**src/rtl/cfr_pkg.sv**
```systemverilog
package cfr_pkg;

  localparam longint unsigned XTAL_HZ   = 64'd24_000_000;
  localparam longint unsigned SLOW_HZ   = 64'd32_768;
  localparam longint unsigned SYS_LO_HZ = XTAL_HZ * 20;
  localparam longint unsigned SYS_HI_HZ = XTAL_HZ * 22;
  localparam longint unsigned USB_HZ    = XTAL_HZ * 20;
  localparam longint unsigned TAP_MUL   = 64'd18;
  localparam longint unsigned TAP_LO_HZ = SYS_LO_HZ * TAP_MUL;
  localparam longint unsigned TAP_HI_HZ = SYS_HI_HZ * TAP_MUL;

  localparam int unsigned ID_W     = 3;
  localparam int unsigned FRAC_W   = 6;
  localparam int unsigned ALTDIV_W = 3;
  localparam int unsigned AHBDIV_W = 3;
  localparam int unsigned PBDIV_W  = 2;
  localparam int unsigned PERDIV_W = 6;

  localparam logic [ID_W-1:0] ID_NONE    = 3'd0;
  localparam logic [ID_W-1:0] ID_PBUS    = 3'd1;
  localparam logic [ID_W-1:0] ID_PER     = 3'd2;
  localparam logic [ID_W-1:0] ID_SLOW    = 3'd3;
  localparam logic [ID_W-1:0] ID_XTAL    = 3'd4;
  localparam logic [ID_W-1:0] ID_XTAL_D8 = 3'd5;

  localparam logic [1:0] ALT_USB  = 2'd0;
  localparam logic [1:0] ALT_XTAL = 2'd1;

  localparam logic [1:0] MAIN_SYS       = 2'd0;
  localparam logic [1:0] MAIN_TAP2      = 2'd1;
  localparam logic [1:0] MAIN_TAP0      = 2'd2;
  localparam logic [1:0] MAIN_TAP2_HALF = 2'd3;

  typedef struct packed {
    logic                sys_x22;
    logic [FRAC_W-1:0]   tap0_frac;
    logic [FRAC_W-1:0]   tap2_frac;
    logic [1:0]          alt_src;
    logic [1:0]          main_src;
    logic                root_alt;
    logic [ALTDIV_W-1:0] alt_div;
    logic [AHBDIV_W-1:0] ahb_div;
    logic [PBDIV_W-1:0]  pbus_div;
    logic                per_xtal;
    logic [PERDIV_W-1:0] per_div;
  } tree_cfg_t;

  typedef enum logic [2:0] {
    S_IDLE   = 3'd0,
    S_ROOT   = 3'd1,
    S_HALF   = 3'd2,
    S_AHB    = 3'd3,
    S_PBUS   = 3'd4,
    S_PER    = 3'd5,
    S_WAIT   = 3'd6
  } walk_state_e;

endpackage

```
**src/rtl/cfr_rst_sync.sv**
```systemverilog
module cfr_rst_sync #(
  parameter int unsigned STAGES = 2
) (
  input  logic clk,
  input  logic arst_n,
  output logic rst_n
);

  logic [STAGES-1:0] sync_q;

  always_ff @(posedge clk or negedge arst_n) begin
    if (!arst_n) begin
      sync_q <= '0;
    end else begin
      sync_q <= {sync_q[STAGES-2:0], 1'b1};
    end
  end

  assign rst_n = sync_q[STAGES-1];

endmodule

```
**src/rtl/cfr_div.sv**
```systemverilog
module cfr_div #(
  parameter int unsigned DVD_W = 64,
  parameter int unsigned DVS_W = 8
) (
  input  logic             clk,
  input  logic             rst_n,
  input  logic             go,
  input  logic [DVD_W-1:0] dvd,
  input  logic [DVS_W-1:0] dvs,
  output logic             done,
  output logic [DVD_W-1:0] quo
);

  localparam int unsigned      CNT_W    = $clog2(DVD_W);
  localparam logic [CNT_W-1:0] CNT_LAST = CNT_W'(DVD_W - 1);

  logic             run_q, run_d;
  logic             done_q, done_d;
  logic [CNT_W-1:0] cnt_q, cnt_d;
  logic [DVD_W-1:0] shf_q, shf_d;
  logic [DVS_W-1:0] rem_q, rem_d;
  logic [DVS_W-1:0] dvs_q, dvs_d;

  logic [DVS_W:0]   rem_sh;
  logic [DVS_W:0]   rem_sub;
  logic             fits;

  // one restoring step: bring in the next dividend bit, try a subtract
  always_comb begin
    rem_sh  = {rem_q, shf_q[DVD_W-1]};
    rem_sub = rem_sh - {1'b0, dvs_q};
    fits    = ~rem_sub[DVS_W];
  end

  always_comb begin
    run_d  = run_q;
    done_d = 1'b0;
    cnt_d  = cnt_q;
    shf_d  = shf_q;
    rem_d  = rem_q;
    dvs_d  = dvs_q;
    if (go && !run_q) begin
      run_d = 1'b1;
      cnt_d = '0;
      shf_d = dvd;
      rem_d = '0;
      dvs_d = dvs;
    end else if (run_q) begin
      shf_d = {shf_q[DVD_W-2:0], fits};
      rem_d = fits ? rem_sub[DVS_W-1:0] : rem_sh[DVS_W-1:0];
      cnt_d = cnt_q + CNT_W'(1);
      if (cnt_q == CNT_LAST) begin
        run_d  = 1'b0;
        done_d = 1'b1;
      end
    end
  end

  always_ff @(posedge clk or negedge rst_n) begin
    if (!rst_n) begin
      run_q  <= 1'b0;
      done_q <= 1'b0;
      cnt_q  <= '0;
      shf_q  <= '0;
      rem_q  <= '0;
      dvs_q  <= '0;
    end else begin
      run_q  <= run_d;
      done_q <= done_d;
      cnt_q  <= cnt_d;
      shf_q  <= shf_d;
      rem_q  <= rem_d;
      dvs_q  <= dvs_d;
    end
  end

  assign done = done_q;
  assign quo  = shf_q;

  // the walker never hands over a zero divisor
  p_divisor_nonzero_r8: assert property (@(posedge clk) disable iff (!rst_n)
    go |-> dvs != '0);

  // a new division is only launched while the divider is idle
  p_go_when_idle_r10: assert property (@(posedge clk) disable iff (!rst_n)
    go |-> !run_q);

  // the completion strobe is a single cycle
  p_done_single_r12: assert property (@(posedge clk) disable iff (!rst_n)
    done_q |=> !done_q);

endmodule

```
**src/rtl/cfr_seq.sv**
```systemverilog
module cfr_seq
  import cfr_pkg::*;
#(
  parameter int unsigned ACC_W  = 64,
  parameter int unsigned DVS_W  = 8,
  parameter int unsigned FREQ_W = 32
) (
  input  logic              clk,
  input  logic              rst_n,
  input  logic              start,
  input  logic [ID_W-1:0]   clk_id,
  input  tree_cfg_t         cfg_in,
  output logic              div_go,
  output logic [ACC_W-1:0]  div_dvd,
  output logic [DVS_W-1:0]  div_dvs,
  input  logic              div_done,
  input  logic [ACC_W-1:0]  div_quo,
  output logic              busy,
  output logic              done,
  output logic [FREQ_W-1:0] freq
);

  walk_state_e       state_q, state_d;
  walk_state_e       ret_q, ret_d;
  tree_cfg_t         cfg_q;
  logic [ID_W-1:0]   id_q;
  logic [ACC_W-1:0]  acc_q, acc_d;
  logic [FREQ_W-1:0] freq_q, freq_d;
  logic              done_q, done_d;
  logic              cap_en, acc_en, freq_en;

  logic [ACC_W-1:0]  sys_hz;
  logic [ACC_W-1:0]  tap_base;
  logic [FRAC_W-1:0] tap_frac;

  always_comb begin
    sys_hz   = cfg_q.sys_x22 ? ACC_W'(SYS_HI_HZ) : ACC_W'(SYS_LO_HZ);
    tap_base = cfg_q.sys_x22 ? ACC_W'(TAP_HI_HZ) : ACC_W'(TAP_LO_HZ);
    tap_frac = (cfg_q.main_src == MAIN_TAP0) ? cfg_q.tap0_frac : cfg_q.tap2_frac;
  end

  assign cap_en = (state_q == S_IDLE) && start;

  always_comb begin
    state_d = state_q;
    ret_d   = ret_q;
    acc_d   = acc_q;
    freq_d  = freq_q;
    done_d  = 1'b0;
    acc_en  = 1'b0;
    freq_en = 1'b0;
    div_go  = 1'b0;
    div_dvd = acc_q;
    div_dvs = DVS_W'(1);
    case (state_q)
      S_IDLE: begin
        if (start) begin
          case (clk_id)
            ID_PBUS, ID_PER: state_d = S_ROOT;
            ID_SLOW: begin
              freq_d = FREQ_W'(SLOW_HZ); freq_en = 1'b1; done_d = 1'b1;
            end
            ID_XTAL: begin
              freq_d = FREQ_W'(XTAL_HZ); freq_en = 1'b1; done_d = 1'b1;
            end
            ID_XTAL_D8: begin
              freq_d = FREQ_W'(XTAL_HZ / 8); freq_en = 1'b1; done_d = 1'b1;
            end
            default: begin
              freq_d = '0; freq_en = 1'b1; done_d = 1'b1;
            end
          endcase
        end
      end
      S_ROOT: begin
        div_go  = 1'b1;
        state_d = S_WAIT;
        ret_d   = S_AHB;
        if (cfg_q.root_alt) begin
          div_dvs = DVS_W'(cfg_q.alt_div) + DVS_W'(1);
          case (cfg_q.alt_src)
            ALT_USB:  div_dvd = ACC_W'(USB_HZ);
            ALT_XTAL: div_dvd = ACC_W'(XTAL_HZ);
            default:  div_dvd = '0;
          endcase
        end else if (cfg_q.main_src == MAIN_SYS) begin
          div_dvd = sys_hz;
        end else begin
          if (tap_frac == '0) begin
            div_dvd = '0;
          end else begin
            div_dvd = tap_base;
            div_dvs = DVS_W'(tap_frac);
          end
          if (cfg_q.main_src == MAIN_TAP2_HALF) ret_d = S_HALF;
        end
      end
      S_HALF: begin
        div_go  = 1'b1;
        div_dvs = DVS_W'(2);
        state_d = S_WAIT;
        ret_d   = S_AHB;
      end
      S_AHB: begin
        div_go  = 1'b1;
        div_dvs = DVS_W'(cfg_q.ahb_div) + DVS_W'(1);
        state_d = S_WAIT;
        ret_d   = S_PBUS;
      end
      S_PBUS: begin
        div_go  = 1'b1;
        div_dvs = DVS_W'(cfg_q.pbus_div) + DVS_W'(1);
        state_d = S_WAIT;
        ret_d   = (id_q == ID_PER) ? S_PER : S_IDLE;
      end
      S_PER: begin
        div_go  = 1'b1;
        div_dvd = cfg_q.per_xtal ? ACC_W'(XTAL_HZ) : acc_q;
        div_dvs = DVS_W'(cfg_q.per_div) + DVS_W'(1);
        state_d = S_WAIT;
        ret_d   = S_IDLE;
      end
      S_WAIT: begin
        if (div_done) begin
          state_d = ret_q;
          if (ret_q == S_IDLE) begin
            freq_d  = div_quo[FREQ_W-1:0];
            freq_en = 1'b1;
            done_d  = 1'b1;
          end else begin
            acc_d  = div_quo;
            acc_en = 1'b1;
          end
        end
      end
      default: state_d = S_IDLE;
    endcase
  end

  always_ff @(posedge clk or negedge rst_n) begin
    if (!rst_n) begin
      state_q <= S_IDLE;
      ret_q   <= S_IDLE;
      done_q  <= 1'b0;
    end else begin
      state_q <= state_d;
      ret_q   <= ret_d;
      done_q  <= done_d;
    end
  end

  always_ff @(posedge clk or negedge rst_n) begin
    if (!rst_n) begin
      cfg_q <= '0;
      id_q  <= '0;
    end else if (cap_en) begin
      cfg_q <= cfg_in;
      id_q  <= clk_id;
    end
  end

  always_ff @(posedge clk or negedge rst_n) begin
    if (!rst_n) begin
      acc_q <= '0;
    end else if (acc_en) begin
      acc_q <= acc_d;
    end
  end

  always_ff @(posedge clk or negedge rst_n) begin
    if (!rst_n) begin
      freq_q <= '0;
    end else if (freq_en) begin
      freq_q <= freq_d;
    end
  end

  assign busy = (state_q != S_IDLE);
  assign done = done_q;
  assign freq = freq_q;

  // a start seen mid-walk leaves the captured request untouched
  p_busy_ignores_start_r11: assert property (@(posedge clk) disable iff (!rst_n)
    (state_q != S_IDLE) && start |=> $stable(cfg_q) && $stable(id_q));

  // a result is only announced once the walker is back at rest
  p_done_at_rest_r12: assert property (@(posedge clk) disable iff (!rst_n)
    done_q |-> state_q == S_IDLE);

  // the divider only reports while the walker is waiting on it
  p_div_handshake_r10: assert property (@(posedge clk) disable iff (!rst_n)
    div_done |-> state_q == S_WAIT);

  // the crystal identifier always answers with the crystal constant
  p_xtal_constant_r2: assert property (@(posedge clk) disable iff (!rst_n)
    done_q && (id_q == ID_XTAL) |-> freq_q == FREQ_W'(XTAL_HZ));

endmodule

```
**src/rtl/clk_freq_resolver.sv**
```systemverilog
module clk_freq_resolver
  import cfr_pkg::*;
#(
  parameter int unsigned ACC_W       = 64,
  parameter int unsigned DVS_W       = 8,
  parameter int unsigned FREQ_W      = 32,
  parameter int unsigned SYNC_STAGES = 2
) (
  input  logic              clk,
  input  logic              rst_n,
  input  logic              start,
  input  logic [2:0]        clk_id,
  input  logic              sys_x22,
  input  logic [5:0]        tap0_frac,
  input  logic [5:0]        tap2_frac,
  input  logic [1:0]        alt_src,
  input  logic [1:0]        main_src,
  input  logic              root_alt,
  input  logic [2:0]        alt_div,
  input  logic [2:0]        ahb_div,
  input  logic [1:0]        pbus_div,
  input  logic              per_xtal,
  input  logic [5:0]        per_div,
  output logic              busy,
  output logic              done,
  output logic [FREQ_W-1:0] freq
);

  logic             core_rst_n;
  tree_cfg_t        cfg;
  logic             div_go;
  logic [ACC_W-1:0] div_dvd;
  logic [DVS_W-1:0] div_dvs;
  logic             div_done;
  logic [ACC_W-1:0] div_quo;

  always_comb begin
    cfg.sys_x22   = sys_x22;
    cfg.tap0_frac = tap0_frac;
    cfg.tap2_frac = tap2_frac;
    cfg.alt_src   = alt_src;
    cfg.main_src  = main_src;
    cfg.root_alt  = root_alt;
    cfg.alt_div   = alt_div;
    cfg.ahb_div   = ahb_div;
    cfg.pbus_div  = pbus_div;
    cfg.per_xtal  = per_xtal;
    cfg.per_div   = per_div;
  end

  cfr_rst_sync #(.STAGES(SYNC_STAGES)) u_rst (
    .clk    (clk),
    .arst_n (rst_n),
    .rst_n  (core_rst_n)
  );

  cfr_seq #(.ACC_W(ACC_W), .DVS_W(DVS_W), .FREQ_W(FREQ_W)) u_seq (
    .clk      (clk),
    .rst_n    (core_rst_n),
    .start    (start),
    .clk_id   (clk_id),
    .cfg_in   (cfg),
    .div_go   (div_go),
    .div_dvd  (div_dvd),
    .div_dvs  (div_dvs),
    .div_done (div_done),
    .div_quo  (div_quo),
    .busy     (busy),
    .done     (done),
    .freq     (freq)
  );

  cfr_div #(.DVD_W(ACC_W), .DVS_W(DVS_W)) u_div (
    .clk   (clk),
    .rst_n (core_rst_n),
    .go    (div_go),
    .dvd   (div_dvd),
    .dvs   (div_dvs),
    .done  (div_done),
    .quo   (div_quo)
  );

endmodule

```
**config.mk**
```make
export PLATFORM = sky130hd
export DESIGN_NAME = clk_freq_resolver
export DESIGN_NICKNAME = d
export VERILOG_FILES = /design/src/rtl/cfr_pkg.sv /design/src/rtl/cfr_rst_sync.sv /design/src/rtl/cfr_div.sv /design/src/rtl/cfr_seq.sv /design/src/rtl/clk_freq_resolver.sv
export SDC_FILE = /design/constraint.sdc
export NUM_CORES = 1
export LEC_CHECK = 0
export ABC_CLOCK_PERIOD_IN_PS = 6700
export BUFFER_PORTS_ARGS = -buffer_cell sky130_fd_sc_hd__buf_2
export CAP_MARGIN = 25
export CORE_MARGIN = 4
export CORE_UTILIZATION = 55
export CTS_CLUSTER_DIAMETER = 40
export DETAILED_ROUTE_END_ITERATION = 16
export PLACE_DENSITY_LB_ADDON = 0.2
export RECOVER_POWER = 50
export SETUP_SLACK_MARGIN = 0.02
export SLEW_MARGIN = 20
export SYNTH_ARGS = -nofsm -noshare
export SYNTH_HDL_FRONTEND = slang
export SYNTH_SLANG_ARGS = --single-unit
```
**constraint.sdc**
```tcl
create_clock -name clk -period 6.7 [get_ports clk]
set_input_delay 0.67 -clock clk [delete_from_list [all_inputs] [get_ports clk]]
set_output_delay 0.67 -clock clk [all_outputs]
set_load 0.005 [all_outputs]
```
== Word level (Yosys, flattened, before mapping) ==
Cells that the tools add are included.

* Bitwise logic cells: 2
* Add/sub/neg operators: 6
* Equality and inequality tests: 21
* Reduce and logical (&&, ||, !) cells: 17
* Multiplexer cells: 49

{| class="wikitable"
|+ Operators by type and width
! operator !! number
|-
| 64-bit 2-to-1 mux || 6
|-
| 32-bit case mux with 4 select lines || 1
|-
| 64-bit case mux with 2 select lines || 1
|-
| 32-bit 2-to-1 mux || 3
|-
| 32-bit case mux with 2 select lines || 1
|-
| 29-bit case mux with 2 select lines || 1
|-
| 8-bit 2-to-1 mux || 5
|-
| 8-bit case mux with 5 select lines || 1
|-
| 30-bit 2-to-1 mux || 1
|-
| 26-bit 2-to-1 mux || 1
|-
| 6-bit 2-to-1 mux || 4
|-
| 3-bit 2-to-1 mux || 6
|-
| 3-bit by 2-bit == test with 1-bit output, second input constant || 5
|-
| 3-bit == test, second input constant || 5
|-
| 1-bit 2-to-1 mux || 15
|-
| 3-bit case mux with 5 select lines || 1
|-
| 3-bit case mux with 3 select lines || 1
|-
| 9-bit by 8-bit subtractor with 9-bit output || 1
|-
| 3-bit by 1-bit adder with 4-bit output, second input constant || 2
|-
| 6-bit by 1-bit adder with 7-bit output, second input constant || 1
|-
| 6-bit by 1-bit adder with 6-bit output, second input constant || 1
|-
| 3-bit by 1-bit == test with 1-bit output, second input constant || 2
|-
| 6-bit == test, second input constant || 1
|-
| 3-bit logical NOT || 2
|-
| other kinds (19) || 27
|}

* Bits in registers: 229
* Input port bits: 39
* Output and inout port bits: 34
* Logic and storage cells: 119

== Depth between registers and ports, before layout ==
* Depth in word-level cells: 8
* Gate-level depth with buffers: 10
* Depth with buffers taken out: 9

== Hierarchy ==
Synthesis repeated with hierarchy kept, for this count alone.

* Cell total of the unflattened synthesis: 1001
* Area total of the unflattened synthesis: 10980.5 um2

{| class="wikitable"
|+ By module, submodules not included
! module !! cells an instance !! times used !! area each (um2)
|-
| cfr_seq || 580 || 1 || 6688.9
|-
| cfr_div || 418 || 1 || 4237.8
|-
| cfr_rst_sync || 3 || 1 || 53.8
|}

== Worst setup path before layout ==
OpenSTA, ideal clock, no wires.

* Path kind: register -> register
* Start point: register u_div.shf_q[63] (netlist: u_div.quo[63])
* End point: register u_div.rem_q[4]
* Library setup time: 0.124 ns
* Arrival: 2.025 ns
* Cell stages (with the launch flop): 11
* Setup slack: 4.551 ns
* Data required time: 6.576 ns
* Period minus slack after synthesis: 2.149 ns
* Path through: dfrtp_1 inv_1 ha_1 fa_1 nor2b_4 o31a_1 o21ai_2 xnor2_1 buf_6 a32o_1 o21bai_1

* Longest elaborated chain between the ends: 4

{| class="wikitable"
|+ Ends and longest elaborated chain
! item !! RTL line !! RTL
|-
| start, declared || cfr_div.sv:20 || <nowiki>logic [DVD_W-1:0] shf_q, shf_d;</nowiki>
|-
| start signal, assigned || cfr_div.sv:64 || <nowiki>shf_q <= '0;</nowiki>
|-
| start signal, assigned || cfr_div.sv:71 || <nowiki>shf_q <= shf_d;</nowiki>
|-
| 9-bit by 8-bit subtractor with 9-bit output || cfr_div.sv:31 || <nowiki>rem_sub = rem_sh - {1'b0, dvs_q};</nowiki>
|-
| 8-bit 2-to-1 mux || cfr_div.sv:50 || <nowiki>rem_d = fits ? rem_sub[DVS_W-1:0] : rem_sh[DVS_W-1:0];</nowiki>
|-
| 8-bit 2-to-1 mux || cfr_div.sv:48 || <nowiki>end else if (run_q) begin</nowiki>
|-
| 8-bit 2-to-1 mux || cfr_div.sv:42 || <nowiki>if (go && !run_q) begin</nowiki>
|-
| end signal, assigned || cfr_div.sv:72 || <nowiki>rem_q <= rem_d;</nowiki>
|-
| end, declared || cfr_div.sv:21 || <nowiki>logic [DVS_W-1:0] rem_q, rem_d;</nowiki>
|}

Every way passes these cells. The select of a mux whose other input is x is not followed.
A chain may end at the register's enable or synchronous reset.

== Final worst setup path ==
* Start point: register u_seq.state_q[2]
* End point: register u_seq.acc_q[52]

* Longest elaborated chain between the ends: 3

{| class="wikitable"
|+ Ends and longest elaborated chain
! item !! RTL line !! RTL
|-
| start, declared || cfr_seq.sv:23 || <nowiki>walk_state_e state_q, state_d;</nowiki>
|-
| start signal, assigned || cfr_seq.sv:146 || <nowiki>state_q <= state_d;</nowiki>
|-
| 3-bit == test (*) || cfr_seq.sv:55 || <nowiki>case (state_q)</nowiki>
|-
| 1-bit 2-to-1 mux || cfr_seq.sv:55 ||
|-
| 4-bit AND reduction (no source line) (*) || -- ||
|-
| end signal, assigned || cfr_seq.sv:164 || <nowiki>acc_q <= '0;</nowiki>
|-
| end signal, assigned || cfr_seq.sv:166 || <nowiki>acc_q <= acc_d;</nowiki>
|-
| end, declared || cfr_seq.sv:27 || <nowiki>logic [ACC_W-1:0] acc_q, acc_d;</nowiki>
|}

Every way passes the cells marked *; elsewhere a longest branch is shown, timed or not.

==> impl_metrics.toml <==
[outcome]
status = "complete, but fails checks"
violations = "max-capacitance violations, max-slew violations"

[detailed_routing]
wl_per_cell_um = 18.0
viasPerCell = 5.92
vias = 7879
firstDrtPassIters = 5
routed_wl_um = 24000
drc = 0
postRouteAntennaNets = 0
drt_iter0_drc = 666

[worst_setup_path]
crit_required_ns = 7.07
cp-start-kind = "register"
crit_type = "reg2reg"
critPathArrivalTime_ns = 4.03
crit_path_end_kind = "register"
crit_fanout = 33

[synth]
synth_seq_cells = 228
synth_edf_count = 0
syn-instance-count = 992
synthFlopType = "dfrtp_1"
syn_area_sq_mm = 0.0106
synthArstFlopShare_pct = 100
yosysTopAreaCellShare_pct = 53.8
ys_seq_area_share_pct = 53.8
synth_top_cell_by_area = "dfrtp_1"
synth_nets = 1044
synthTopCellsByCount = "dfrtp_1, nand2_1, mux2_2"
ys_warn_count = 0
synth_area_leaders = "dfrtp_1, mux2_2, nand2_1"
syn_avg_cell_area_sq_um = 10.7
yosysMostFrequentCell = "dfrtp_1"
yosysUniqueCellTypes = 70

[floorplanning]
die_w_um = 147
start_util_pct = 56.3
rows = 50
core_sq_mm = 0.0188
die-height_um = 147
dieArea_sq_mm = 0.0216
ios = 73

[power_and_ir_drop]
total_power_uw = 3340
power_density_mw_per_mm2 = 272
leakage_uw = 0.00579
ir_drop_uv = 195

[placement]
routabilityCongestion = 0.817
numPortBuffers = 72
dp_hpwl_um = 14900

[clock_network]
cts-buffers-inserted = 35
htreeDepth = 2
clockBufferDepth = 3
cts_tree = "done"
cts.reportedPaths.clkPinSlew_ns = 0.05
cts_resized = 0
clk_latency_ns = 0.50
post_cts_buffers = 0
clkSinkCount = 228
root_buffer = "clkbuf_16"

[sta]
rsz0062_at_grt = "false"
hold_viol = 0
post-route-period-util_pct = 54.6
setup_viol_count_final = 0
fin_setup_tns_ns = 0
period_needed_ns = 3.66
finalClockSkew_ns = 0.0161
max_slew_margin_pct = -26.1
drv_slew = 47
tightest_slew_ns = 1.89
clock.fmax_ghz = 0.273

[global_route]
grt_pass1_vias = 7759
grt_usage_pct = 22.6
grt_pass1_wl_um = 40200
grt.overflow.total = 0
grt_max_degree = 181
antenna_found_initial = 0

[finish]
diodes = 0
drive_above_1_share_pct = 22.6
finalNetCount = 1098
areaGrowthSynthToFinish_pct = 15.9

[min_path]
min_path_type = "reg2reg"

[run]
cap_viol_max_count = 1
==> flip-flops by register name (all words and copies together) (netlist names) <==
register       count
u_div.cnt_q        6
u_div.done         1
u_div.dvs_q        7
u_div.quo         64
u_div.rem_q        8
u_div.run_q        1
u_rst.sync_q       2
u_seq.acc_q       64
u_seq.cfg_q       33
u_seq.done         1
u_seq.freq        32
u_seq.id_q         3
u_seq.ret_q        3
u_seq.state_q      3
==> power by group <==
| group | switching, uW | internal (uW) |
|---|---|---|
| Clock | 643 | 1270 |
| Combinational | 25.3 | 10.3 |
| Sequential | 5.44 | 1380 |
| Total | 673 | 2660 |
==> layer usage <==
| metal | part of all wire, % | vias up | global-route usage (%) |
|---|---|---|---|
| met5 | 0 | - | 0 |
| met4 | 2.5 | 0 | 7.10 |
| met3 | 6.4 | 49 | 4.69 |
| met2 | 44 | 258 | 33.9 |
| met1 | 47 | 3903 | 33.3 |
| li1 | - | 3669 | - |
==> final timing paths <==
check                             endpoint        startpoint  cells after the start  slack [ns]
max                        u_seq.acc_q[52]  u_seq.state_q[2]                      6        3.04
min                        u_rst.sync_q[1]   u_rst.sync_q[0]                      0        0.35
max reg2reg                u_seq.acc_q[52]  u_seq.state_q[2]                      6        3.04
min reg2reg                u_rst.sync_q[1]   u_rst.sync_q[0]                      0        0.35
max in group asynchronous      u_div.run_q   u_rst.sync_q[1]                      1        4.17
min in group asynchronous  u_rst.sync_q[1]             rst_n                      2        0.49
==> layout by cell type, fill, tap and decap left out, types with 11 or more instances in the layout <==
cell type	instances
a21oi_1	42
a221o_1	15
a22oi_1	36
and3_1	13
buf_2	58
clkbuf_1	16
clkbuf_16	37
dfrtp_1	227
ha_1	12
inv_1	21
mux2_2	93
nand2_1	145
nand3_1	29
nor2_1	50
o21ai_0	82
o21ai_1	11
==> timing repair <==
item	CTS	global route
hold buffers	1	0
endpoints found under the hold margin	2	0
endpoints found under the setup margin	0	0
==> critical path, stage by stage, from the launching register on <==
cell,delay [ns]
dfrtp_1,0.92
nand2_2,0.27
nor2_4,0.63
nand2_1,0.19
nor2_4,0.64
buf_4,0.46
mux2_2,0.39
==> metrics by stage <==
step	instances	area, sq um	setup WS [ns]	hold WS, ns	utilization (%)
2_1_floorplan	992	10600	2.95	0.331	-
3_3_place_gp	1266	11000	2.70	0.335	58.5
3_5_place_dp	1267	11000	3.06	0.337	58.6
4_1_cts	1331	12300	3.04	0.358	65.3
5_1_grt	1332	12300	2.83	0.365	65.2
6_report	1332	12300	3.04	0.351	65.2
==> logic make-up after synthesis <==
group	Yosys count	synth area share [%]
AND/OR/NAND/NOR	277	11.7
AO/OA/AOI/OAI	261	15.9
flip-flops	228	53.8
multiplexers	109	11.5
buffers and inverters	89	4.27
XOR/XNOR	14	1.16
adder cells (fa/ha/maj)	13	1.61
other	1	0.0354
==> area by class of cell <==
type	count	area, sq um
fillers	1500	6550
flip-flops and latches	228	5710
multi-input cells	675	4450
clock buffers	42	975
repair buffers	84	455
well taps	260	325
clock inverters	21	284
inverters	22	82.6
No activity file was read; power rests on OpenSTA's default activity.
